File: src/rtl/pfd_pkg.sv
// Package pfd_pkg
// Shared types for the phase-frequency detector block.
package pfd_pkg;

    // Pair of internal correction flags, active high.
    typedef struct packed {
        logic up;
        logic dn;
    } pfd_flags_t;

endpackage

File: src/rtl/pfd_edge_det.sv
// Module pfd_edge_det
// Brings one asynchronous square wave into the sample domain through
// STAGES flops, then strobes rise_o for one cycle on each low-to-high
// transition. Assumes the wave holds each level for more than STAGES+1
// sample cycles. Latency from input change to strobe: STAGES edges.
module pfd_edge_det #(
    parameter int STAGES = 2
) (
    input  logic clk,
    input  logic rst_n,
    input  logic wave_i,
    output logic rise_o
);

    logic [STAGES-1:0] sync_q;
    logic              prev_q;

    genvar g;
    generate
        for (g = 0; g < STAGES; g++) begin : g_sync
            if (g == 0) begin : g_first
                // Capture the raw asynchronous input.
                always_ff @(posedge clk) begin
                    if (!rst_n) sync_q[0] <= 1'b0;
                    else        sync_q[0] <= wave_i;
                end
            end else begin : g_next
                // Pass the value down the synchronizer chain.
                always_ff @(posedge clk) begin
                    if (!rst_n) sync_q[g] <= 1'b0;
                    else        sync_q[g] <= sync_q[g-1];
                end
            end
        end
    endgenerate

    // Remember the last synchronized level for edge detection.
    always_ff @(posedge clk) begin
        if (!rst_n) prev_q <= 1'b0;
        else        prev_q <= sync_q[STAGES-1];
    end

    assign rise_o = sync_q[STAGES-1] & ~prev_q;

endmodule

File: src/rtl/pfd_flag_core.sv
// Module pfd_flag_core
// Two-flag reset-style detector. A reference strobe sets the up flag and
// a feedback strobe sets the dn flag. When both flags are set they clear
// together on the next cycle, and a strobe arriving in that clearing cycle
// re-arms its own flag so that no edge is lost. Assumes single-cycle
// strobes.
module pfd_flag_core
    import pfd_pkg::*;
(
    input  logic       clk,
    input  logic       rst_n,
    input  logic       ref_rise_i,
    input  logic       fb_rise_i,
    output pfd_flags_t flags_o
);

    pfd_flags_t flags_q;
    pfd_flags_t flags_d;
    logic       both_set;

    assign both_set = flags_q.up & flags_q.dn;

    // Next flag state: set on strobe, clear both once both are pending.
    always_comb begin
        if (both_set) begin
            flags_d.up = ref_rise_i;
            flags_d.dn = fb_rise_i;
        end else begin
            flags_d.up = flags_q.up | ref_rise_i;
            flags_d.dn = flags_q.dn | fb_rise_i;
        end
    end

    // Register the flags.
    always_ff @(posedge clk) begin
        if (!rst_n) flags_q <= '0;
        else        flags_q <= flags_d;
    end

    assign flags_o = flags_q;

endmodule

File: src/rtl/pfd_lock_filter.sv
// Module pfd_lock_filter
// Digital low-pass filter for lock indication. A saturating counter rises
// by one per quiet sample and falls by DECAY_STEP per busy sample. lock_o
// sets when the count is at or above hi_thr_i and clears when it is below
// lo_thr_i. Assumes static thresholds with lo_thr_i <= hi_thr_i.
module pfd_lock_filter #(
    parameter int CNT_W      = 8,
    parameter int DECAY_STEP = 4
) (
    input  logic             clk,
    input  logic             rst_n,
    input  logic             busy_i,
    input  logic [CNT_W-1:0] hi_thr_i,
    input  logic [CNT_W-1:0] lo_thr_i,
    output logic [CNT_W-1:0] cnt_o,
    output logic             lock_o
);

    localparam logic [CNT_W-1:0] CNT_MAX = '1;
    localparam logic [CNT_W-1:0] STEP    = CNT_W'(DECAY_STEP);

    logic [CNT_W-1:0] cnt_q;
    logic             lock_q;

    // Saturating up/down count of quiet versus busy samples.
    always_ff @(posedge clk) begin
        if (!rst_n) begin
            cnt_q <= '0;
        end else if (!busy_i) begin
            if (cnt_q != CNT_MAX) cnt_q <= cnt_q + 1'b1;
        end else begin
            if (cnt_q < STEP) cnt_q <= '0;
            else              cnt_q <= cnt_q - STEP;
        end
    end

    // Hysteresis comparator on the registered count.
    always_ff @(posedge clk) begin
        if (!rst_n)                           lock_q <= 1'b0;
        else if (!lock_q && cnt_q >= hi_thr_i) lock_q <= 1'b1;
        else if (lock_q && cnt_q < lo_thr_i)   lock_q <= 1'b0;
    end

    assign cnt_o  = cnt_q;
    assign lock_o = lock_q;

endmodule

File: src/rtl/pfd_lock_top.sv
// Module pfd_lock_top
// Phase-frequency detector with lock indication. Synchronizes and
// edge-detects both inputs, runs the two-flag detector, and drives the
// active-low up/down outputs straight from the flags. The lock filter
// watches both outputs. Assumes inputs much slower than clk.
module pfd_lock_top #(
    parameter int CNT_W       = 8,
    parameter int DECAY_STEP  = 4,
    parameter int SYNC_STAGES = 2
) (
    input  logic             clk,
    input  logic             rst_n,
    input  logic             ref_in,
    input  logic             fb_in,
    input  logic [CNT_W-1:0] hi_thr,
    input  logic [CNT_W-1:0] lo_thr,
    output logic             up_n,
    output logic             dn_n,
    output logic             lock
);
    import pfd_pkg::*;

    logic             ref_rise;
    logic             fb_rise;
    pfd_flags_t       flags;
    logic [CNT_W-1:0] lock_cnt;

    pfd_edge_det #(.STAGES(SYNC_STAGES)) u_ref_edge (
        .clk    (clk),
        .rst_n  (rst_n),
        .wave_i (ref_in),
        .rise_o (ref_rise)
    );

    pfd_edge_det #(.STAGES(SYNC_STAGES)) u_fb_edge (
        .clk    (clk),
        .rst_n  (rst_n),
        .wave_i (fb_in),
        .rise_o (fb_rise)
    );

    pfd_flag_core u_core (
        .clk        (clk),
        .rst_n      (rst_n),
        .ref_rise_i (ref_rise),
        .fb_rise_i  (fb_rise),
        .flags_o    (flags)
    );

    assign up_n = ~flags.up;
    assign dn_n = ~flags.dn;

    pfd_lock_filter #(.CNT_W(CNT_W), .DECAY_STEP(DECAY_STEP)) u_filter (
        .clk      (clk),
        .rst_n    (rst_n),
        .busy_i   (~(up_n & dn_n)),
        .hi_thr_i (hi_thr),
        .lo_thr_i (lo_thr),
        .cnt_o    (lock_cnt),
        .lock_o   (lock)
    );

endmodule

File: config.mk
export PLATFORM = sky130hd
export DESIGN_NAME = pfd_lock_top
export DESIGN_NICKNAME = d
export VERILOG_FILES = /design/src/rtl/pfd_pkg.sv /design/src/rtl/pfd_edge_det.sv /design/src/rtl/pfd_flag_core.sv /design/src/rtl/pfd_lock_filter.sv /design/src/rtl/pfd_lock_top.sv
export SDC_FILE = /design/constraint.sdc
export NUM_CORES = 1
export LEC_CHECK = 0
export ABC_CLOCK_PERIOD_IN_PS = 4100
export BUFFER_PORTS_ARGS = -buffer_cell sky130_fd_sc_hd__buf_4
export CAP_MARGIN = 5
export CORE_AREA = 5 5 52 54
export DETAILED_ROUTE_END_ITERATION = 8
export DIE_AREA = 0 0 57 59
export PLACE_DENSITY = 0.8
export SKIP_LAST_GASP = 1
export SLEW_MARGIN = 20
export SYNTH_ARGS = -nofsm -noshare
export SYNTH_HDL_FRONTEND = slang
export SYNTH_SLANG_ARGS = --single-unit
File: constraint.sdc
create_clock -name clk -period 4.1 [get_ports clk]
set_input_delay 0.41 -clock clk [delete_from_list [all_inputs] [get_ports clk]]
set_output_delay 0.41 -clock clk [all_outputs]
set_load 0.03 [all_outputs]
== Yosys cells after proc, flatten, opt, wreduce, memory -nomap -nowiden ==
Index checks and enable logic that the tools add are counted.
W data, S select, Z words.
Storage, ports and cells
  logic and storage cells: 37
  register bits: 17
  input bits: 20
  output and inout bits: 3
Operators by class
  reduce and logical (&&, ||, !) cells: 4
  $lt $le $gt $ge: 3
  add/sub/neg operators: 2
  bitwise operators: 10
  equality and inequality tests: 2
  multiplexer cells: 6
Operators with widths (count)
  $mux W8: 3
  $add A8 B1 Y8 const B: 1
  $ge A8 B8 Y1: 1
  $lt A8 B3 Y1 const B: 1
  $lt A8 B8 Y1: 1
  $ne A8 B8 Y1 const B: 1
  $sub A8 B3 Y8 const B: 1
  $and A1 B1 Y1: 4
  $not A1 Y1: 4
  $logic_and A1 B1 Y1: 2
  $mux W1: 2
  $mux W2: 1
  $ne A2 B1 Y1 const B: 1
  $or A1 B1 Y1: 2
  $reduce_bool A2 Y1: 1
  $logic_not A1 Y1: 1

== Depth between registers and ports, before layout ==
Gate-level depths: netlist of run 1.
  word-level depth: 4
  gate-level depth with buffers: 6
  mapped depth without buffers: 6

== Cells and area by module ==
Synthesis of run 1 repeated with hierarchy kept, for this count alone.
Unflattened totals
  cell total of the unflattened synthesis: 142
  area total of the unflattened synthesis: 1222.4 sq um
Modules (own cells, without submodules)
  pfd_lock_filter: instances 1, cells each 119, area each 955.9 sq um, sequential area each 180.2 sq um
  pfd_edge_det: instances 2, cells each 7, area each 92.6 sq um, sequential area each 60.1 sq um
  pfd_flag_core: instances 1, cells each 6, area each 67.6 sq um, sequential area each 40.0 sq um
  pfd_lock_top: instances 1, cells each 3, area each 13.8 sq um, sequential area each 0.0 sq um

== Least setup slack after synthesis of run 1 ==
No wires, ideal clock.
  path type: reg-to-reg
  start point: register u_filter.cnt_q[2] (netlist: u_filter.cnt_o[2])
  end point: register u_filter.cnt_q[3] (netlist: u_filter.cnt_o[3])
  buffers on the path: 0
  setup time: 0.126 ns
  clock period less this slack: 1.687 ns
  arrival time: 1.561 ns
  setup slack: 2.413 ns
  stages on the path, launching flop included: 7
  data required time: 3.974 ns
  cell sequence: dfxtp_1 inv_1 ha_1 or3b_4 o31a_1 a32oi_1 o41ai_1
On the way
  cells in the longest elaborated chain, start to end: 3
  elaborated cells on any way between the ends: 8
  classes of those cells: add/sub: 2; order compare: 1; eq/ne: 2; mux: 3
Ends and longest elaborated chain
  start, declared: RTL line pfd_lock_filter.sv:22  | logic [CNT_W-1:0] cnt_q;
  start signal, assigned: RTL line pfd_lock_filter.sv:30  | if (cnt_q != CNT_MAX) cnt_q <= cnt_q + 1'b1;
  start signal, assigned: RTL line pfd_lock_filter.sv:33  | else cnt_q <= cnt_q - STEP;
  $sub A8 B3 Y8, or another cell as far along: RTL line pfd_lock_filter.sv:33
  $mux W8 (on tied branches): RTL line pfd_lock_filter.sv:32, pfd_lock_filter.sv:30
  $mux W8: RTL line pfd_lock_filter.sv:29  | end else if (!busy_i) begin
Parallel ways exist; a longest one is shown, timed or not. The select of a mux whose other input is x is not followed.
A chain may end at the register's enable or synchronous reset.

== Worst setup path in the final report of run 1 ==
Ends and elaborated chain as after synthesis.

==> results of run 1 <==
-- routing by layer --
metal,share of wire [%],up-vias,global-route usage (%)
li1,-,561,-
met3,5.7,13,3.92
met5,0,-,0
met4,3.0,0,9.27
met2,48,38,28.1
met1,44,510,19.5
-- power by group --
group          switching, mW  internal (mW)
sequential            0.0267          0.179
clock                 0.0544         0.0363
combinational         0.0630         0.0665
-- stage by stage --
step	instances	worst slack (ns)
after global placement	189	2.34
after global routing	193	2.08
after CTS	193	2.25
final	193	2.23
after detailed placement	189	2.27
after floorplan	144	2.41
-- kinds of logic (layout without fill, tap and decap cells) --
| kind of cell | Yosys count | after routing | synth area share (%) |
|---|---|---|---|
| AO/OA/AOI/OAI | 34 | 34 | 20.1 |
| multiplexers | 2 | 2 | 1.68 |
| buffers and inverters | 28 | 49 | 9.53 |
| adder cells (fa/ha/maj) | 18 | 18 | 18.8 |
| AND/OR/NAND/NOR | 45 | 45 | 21.4 |
| flip-flops | 17 | 17 | 28.5 |
-- cell usage after synthesis (all sizes together) --
library cell and count:
inv 22, ha 18, dfxtp 17, nor2 11, and2 6, nand2 6, nor3 6, o21ai 6
a21oi 5, nand4 5, a211oi 4, a22oi 3, clkbuf 3, o31ai 3, o41ai 3, a31oi 2
and4 2, buf 2, mux2i 2, nor4 2, o2111ai 2, o21a 2, or2 2, a21o 1
a221oi 1, a32oi 1, clkinv 1, nand3b 1, nor2b 1, nor3b 1, o31a 1, or3b 1
or4 1
-- registers in the layout, indices dropped and copies added, names as in the netlist --
name	flops
u_filter.cnt_o	8
u_ref_edge.sync_q	2
u_filter.lock_o	1
u_fb_edge.prev_q	1
u_core.flags_o	2
u_ref_edge.prev_q	1
u_fb_edge.sync_q	2
-- cell type report --
cell class | instances | area, µm²
clock buffers | 3 | 22.5
clock inverters | 1 | 5.00
fillers | 210 | 774
inverters | 23 | 86.3
multi-input cells | 99 | 741
flip-flops and latches | 17 | 340
well taps | 28 | 35.0
repair buffers | 22 | 165
-- worst min path at each step --
stage | startpoint | to | depth (start not counted)
floorplan | u_fb_edge.sync_q[0] | u_fb_edge.sync_q[1] | 1
global route | ref_in | u_ref_edge.sync_q[0] | 2
CTS | ref_in | u_ref_edge.sync_q[0] | 2
global placement | u_fb_edge.sync_q[0] | u_fb_edge.sync_q[1] | 1
detailed placement | u_ref_edge.sync_q[0] | u_ref_edge.sync_q[1] | 1
finish | fb_in | u_fb_edge.sync_q[0] | 2
-- worst register-to-register path, stage by stage, from the launching register on --
cell and delay [ns]:
dfxtp_1 0.42, inv_1 0.10, ha_1 0.22, or3b_4 0.41, o31a_1 0.29, a32oi_1 0.23, o41ai_1 0.10
==> impl_results.md, run 1 <==
* ANT cells at 0
* Core Area at ~2200 µm²
* Class of the worst hold path: in2reg
* Vias per cell at a little under 6
* Die ar. at 3360 µm²
* Slew @ Worst Pin at 0.542 ns
* Post-layout util at between 60 and 70%
* Worst Path Required at roughly 4.3 ns
* Final Hold Viols at 0
* Final TNS setup at 0 ns
* RR Endpoint: u_filter.cnt_o[3]
* WL/cell at 13.6 µm
* # clock sinks at 17
* PnR Total Power at between 0.4 and 0.5 mW
* Largest stage delay on the critical path at about 0.42 ns
* P per Cell Area at slightly above 300 nW/µm²
* Post-synthesis sequential area ratio at 28.5%
* Syn Inst Count at about 140
* DRT Wirelength at 2620 µm
* Synthesized area at 1190 µm²
* Worst VDD drop at approximately 250 µV
* Placed inst area at 1370 µm²
* Nets@finish at around 200
* Clk buf depth at 2
* Area grow syn2layout at 16.8%
* H-tree depth at 1
* Max-cap violations at 0
* I/O pin cnt at 23
* Max Freq at between 500 and 600 MHz
* Input/output buffers at 22
* Leading cell types in the layout, fill and taps excluded: inv_1, buf_4, ha_1
* Detailed-route via count at roughly 1100
* Slowest CP cell: dfxtp_1
* RSZ-0062 raised after global routing: no
* Setup violators final at 0
* Die height at approximately 59 µm
* Cell variety after synth at 37
* Post-DRT Antenna Nets at 0
* Layout cells sized above 1 at 18.8%
* Largest area contributor in the synthesized netlist: dfxtp_1
* Vias in the first global route at around 1000
* Static Leakage at about 0.67 nW
* Num CTS Buffers at 3
* Critical Path, Cell by Cell: inv_1, ha_1, or3b_4, o31a_1, a32oi_1, o41ai_1
* Post-CTS setup buffers at 0
* CP Max Fanout at 10
* Worst reg-to-reg path cell count at 6
* Critical path launch point type: flop
* Hold_ws at between 0.3 and 0.4 ns
* Clock skew at approximately 0.0021 ns
* Initial Util at 55.1%
* R2R Setup Slk at approximately 2.2 ns
* Worst skew pair latency at 0.29 ns
* First-pass GRT wire length at approximately 4400 µm
* Drt pass-1 iters at 4
* CP bufs+invs at 1
* Syn. warnings at 0
* Detailed placement HPWL at around 2000 µm
* Slew headroom at between 60% and 70%
* Cts hold-fix bufs at 0
* Gr usage total at 16.7%
* Post-synth top area share at 28.5%
* Stages on worst setup path at 6
* Final design area excluding fillers at approximately 1400 µm²
* CP delay by family, top: compound AO/OA/AOI/OAI gates
* Crit Reg-Reg Startpoint: u_filter.cnt_o[2]
* Clock Root Buffer: clkbuf_4
* GPL Wtd Cong at roughly 0.88
* Period utilization at a little under half
* WS Path Type: reg2reg
* DRC Markers at 0
* Synth area leaders: dfxtp_1, ha_1, inv_1
* Fin crit period at around 1.9 ns
* Synthesized Nets at between 150 and 200
* Rows at 17
* Iter 0 DRT Violations at 41
* Die W at about 57 µm
* CTS tree: built
* Seq cells post-synth at 17
* Total grt overflow at 0
* Final number of max-transition violations at 0
* Outcome: finished, final reports clean
* Post-CTS Resized at 0
* Critical Path End: u_filter.cnt_o[3]
* Worst-path clk slew at around 0.1 ns
* Worst Path Arrival at slightly above 2 ns
* CP startpoint: u_filter.cnt_o[2]
* Syn Area/Cell at between 8 and 9 µm²
* Worst setup EP type: flop
* Initial antenna violation count at 0
* Largest net degree at the start of global routing at 14
Power figures use the tool's default switching activity.
==> run 2: changes to the inputs <==
Settings changed: ABC_CLOCK_PERIOD_IN_PS 4100 to 1950, CORE_AREA 5 5 52 54 to 5 5 54 56, DIE_AREA 0 0 57 59 to 0 0 59 61, PLACE_DENSITY 0.8 to 0.74.
Clock period 4.1 ns to 1.95 ns, I/O delays scaled along.
==> run 2 against run 1 <==
  * Sequential power increased by 100%
  * Global-route usage decreased by 1.7 points
  * Register-to-register slack got worse by 2.0 ns
  * First-iteration DRC count is 49% lower
  * Worst setup slack got worse by 2.0 ns
  * Clock power grew 97%
  * Cell area grew 1.2%
  * Critical path type unchanged
  * Largest cell class unchanged
==> impl_results.md, run 2 (synthesis gave the netlist of run 1 again) <==
* Outcome: finished, final reports clean
* CTS tree: built
* Final TNS setup at 0 ns
* Total grt overflow at 0
* Most common cell after layout, fill and taps aside: buf_4
* Initial Util at 50.1%
* P per Cell Area at about 630 nW/µm²
* Max Freq at ~570 MHz
* Final design area excluding fillers at between 1000 and 1500 µm²
* Final number of max-transition violations at 0
* Post-route setup slack at ~0.21 ns
* H-tree depth at 1
* Worst-path clk slew at approximately 0.090 ns
* Static Leakage at 0.675 nW
* Gr usage total at 14.9%
* RR Endpoint: u_filter.cnt_o[5]
* Worst skew pair latency at ~0.28 ns
* Clk buf depth at 2
* Input/output buffers at 22
* Slew @ Worst Pin at 0.479 ns
* Die ar. at roughly 3600 µm²
* DRC Markers at 0
* Post-CTS setup buffers at 0
* Drt pass-1 iters at 4
* Die height at between 60 and 70 µm
* Fin crit period at between 1.5 and 2 ns
* Cts hold-fix bufs at 0
* Leading cell types in the layout, fill and taps excluded: buf_4, inv_1, ha_1
* RSZ-0062 raised after global routing: no
* Layout cells sized above 1 at 19.2%
* Die W at 59 µm
* # clock sinks at 17
* Placed insts at 193
* Worst Path Required at roughly 2.1 ns
* Fillcell total at between 200 and 250
* Post-CTS Resized at 0
* Rows at 18
* Detailed-route via count at between 1000 and 1500
* Period utilization at between 80% and 90%
* Largest net degree at the start of global routing at 14
* Hold path cells at 2
* Worst reg-to-reg path cell count at 6
* Post-DRT Antenna Nets at 0
* Worst VDD drop at between 600 and 700 µV
* Initial antenna violation count at 0
* Non-Filler Instances at 197
* Slew headroom at between 60% and 70%
* Nets@finish at slightly above 200
* CP Max Fanout at 4
* Detailed placement HPWL at roughly 2000 µm
* Worst setup EP type: flop
* Critical path launch point type: flop
* Setup violators final at 0
* Clock Root Buffer: clkbuf_4
* First-pass GRT wire length at 4220 µm
* Hold_ws at roughly 0.12 ns
* Final Hold Viols at 0
* Vias in the first global route at approximately 1000
* Max FFs per register at 8
* Crit Reg-Reg Startpoint: u_filter.cnt_o[3]
* WL/cell at 12.6 µm
* Iter 0 DRT Violations at 21
* Pre-CTS setup slack at 0.240 ns
* ANT cells at 0
* Post-layout util at approximately three fifths
* GPL Wtd Cong at 0.886
* Worst hold start: fb_in
* Vias per cell at between 5 and 6
* Core Area at approximately 2400 µm²
* PnR Total Power at between 0.8 and 0.9 mW
* I/O pin cnt at 23
* Clock skew at 0.00262 ns
* Area occupied by multi-input gates at about 740 µm²
* Placed inst area at 1390 µm²
* R2R Setup Slk at just over 0.2 ns
* Class of the worst hold path: in2reg
* FF+latch area at 340 µm²
* DRT Wirelength at 2480 µm
* Worst Path Arrival at around 1.9 ns
* WS Path Type: reg2reg
* Hold endpoint: u_fb_edge.sync_q[0]
* Area grow syn2layout at 18.1%
* Max-cap violations at 0
* Num CTS Buffers at 3
run 2: cell types whose count changed in the layout (fill, tap and decap cells not counted):
cell and delta:
buf_4 +2, clkbuf_1 +1, clkinv_2 -1
run 2: worst max path at each step:
stage	slack [ns]	depth (start not counted)	from	endpoint
6_report	0.21	6	u_filter.cnt_o[3]	u_filter.cnt_o[5]
5_1_grt	0.09	6	u_filter.cnt_o[3]	u_filter.cnt_o[5]
2_1_floorplan	0.26	6	u_filter.cnt_o[2]	u_filter.cnt_o[3]
3_5_place_dp	0.24	6	u_filter.cnt_o[3]	u_filter.cnt_o[5]
3_3_place_gp	0.30	6	u_filter.cnt_o[2]	u_filter.cnt_o[3]
4_1_cts	0.22	6	u_filter.cnt_o[3]	u_filter.cnt_o[5]
run 2: layout make-up:
| cell class | count | area share, % |
|---|---|---|
| Timing Repair Buffer | 24 | 12.8 |
| Inverter | 23 | 6.12 |
| Clock buffer | 4 | 1.86 |
| Sequential cell | 17 | 24.1 |
| Tap cell | 30 | 2.66 |
| Multi-Input combinational cell | 99 | 52.5 |
run 2: per-layer routing:
layer	GRT usage, %	vias to the layer above	routed length (µm)
met2	26.7	28	1200
met4	1.94	0	0
met1	18.5	479	1140
met3	4.04	0	134
met5	0	-	0
li1	-	565	-
run 2: critical path: stages, from the launching register on:
cell,delay (ns)
dfxtp_1,0.32
inv_1,0.07
ha_1,0.23
or3b_4,0.41
o41ai_1,0.37
or2_2,0.19
mux2i_1,0.05
run 2: where the power goes:
group	internal, mW	total [mW]	leakage [nW]	switching (mW)
registers	0.377	0.419	0.139	0.0424
clock network	0.0794	0.179	0.0150	0.0999
logic	0.147	0.291	0.521	0.144
total	0.603	0.890	0.675	0.287
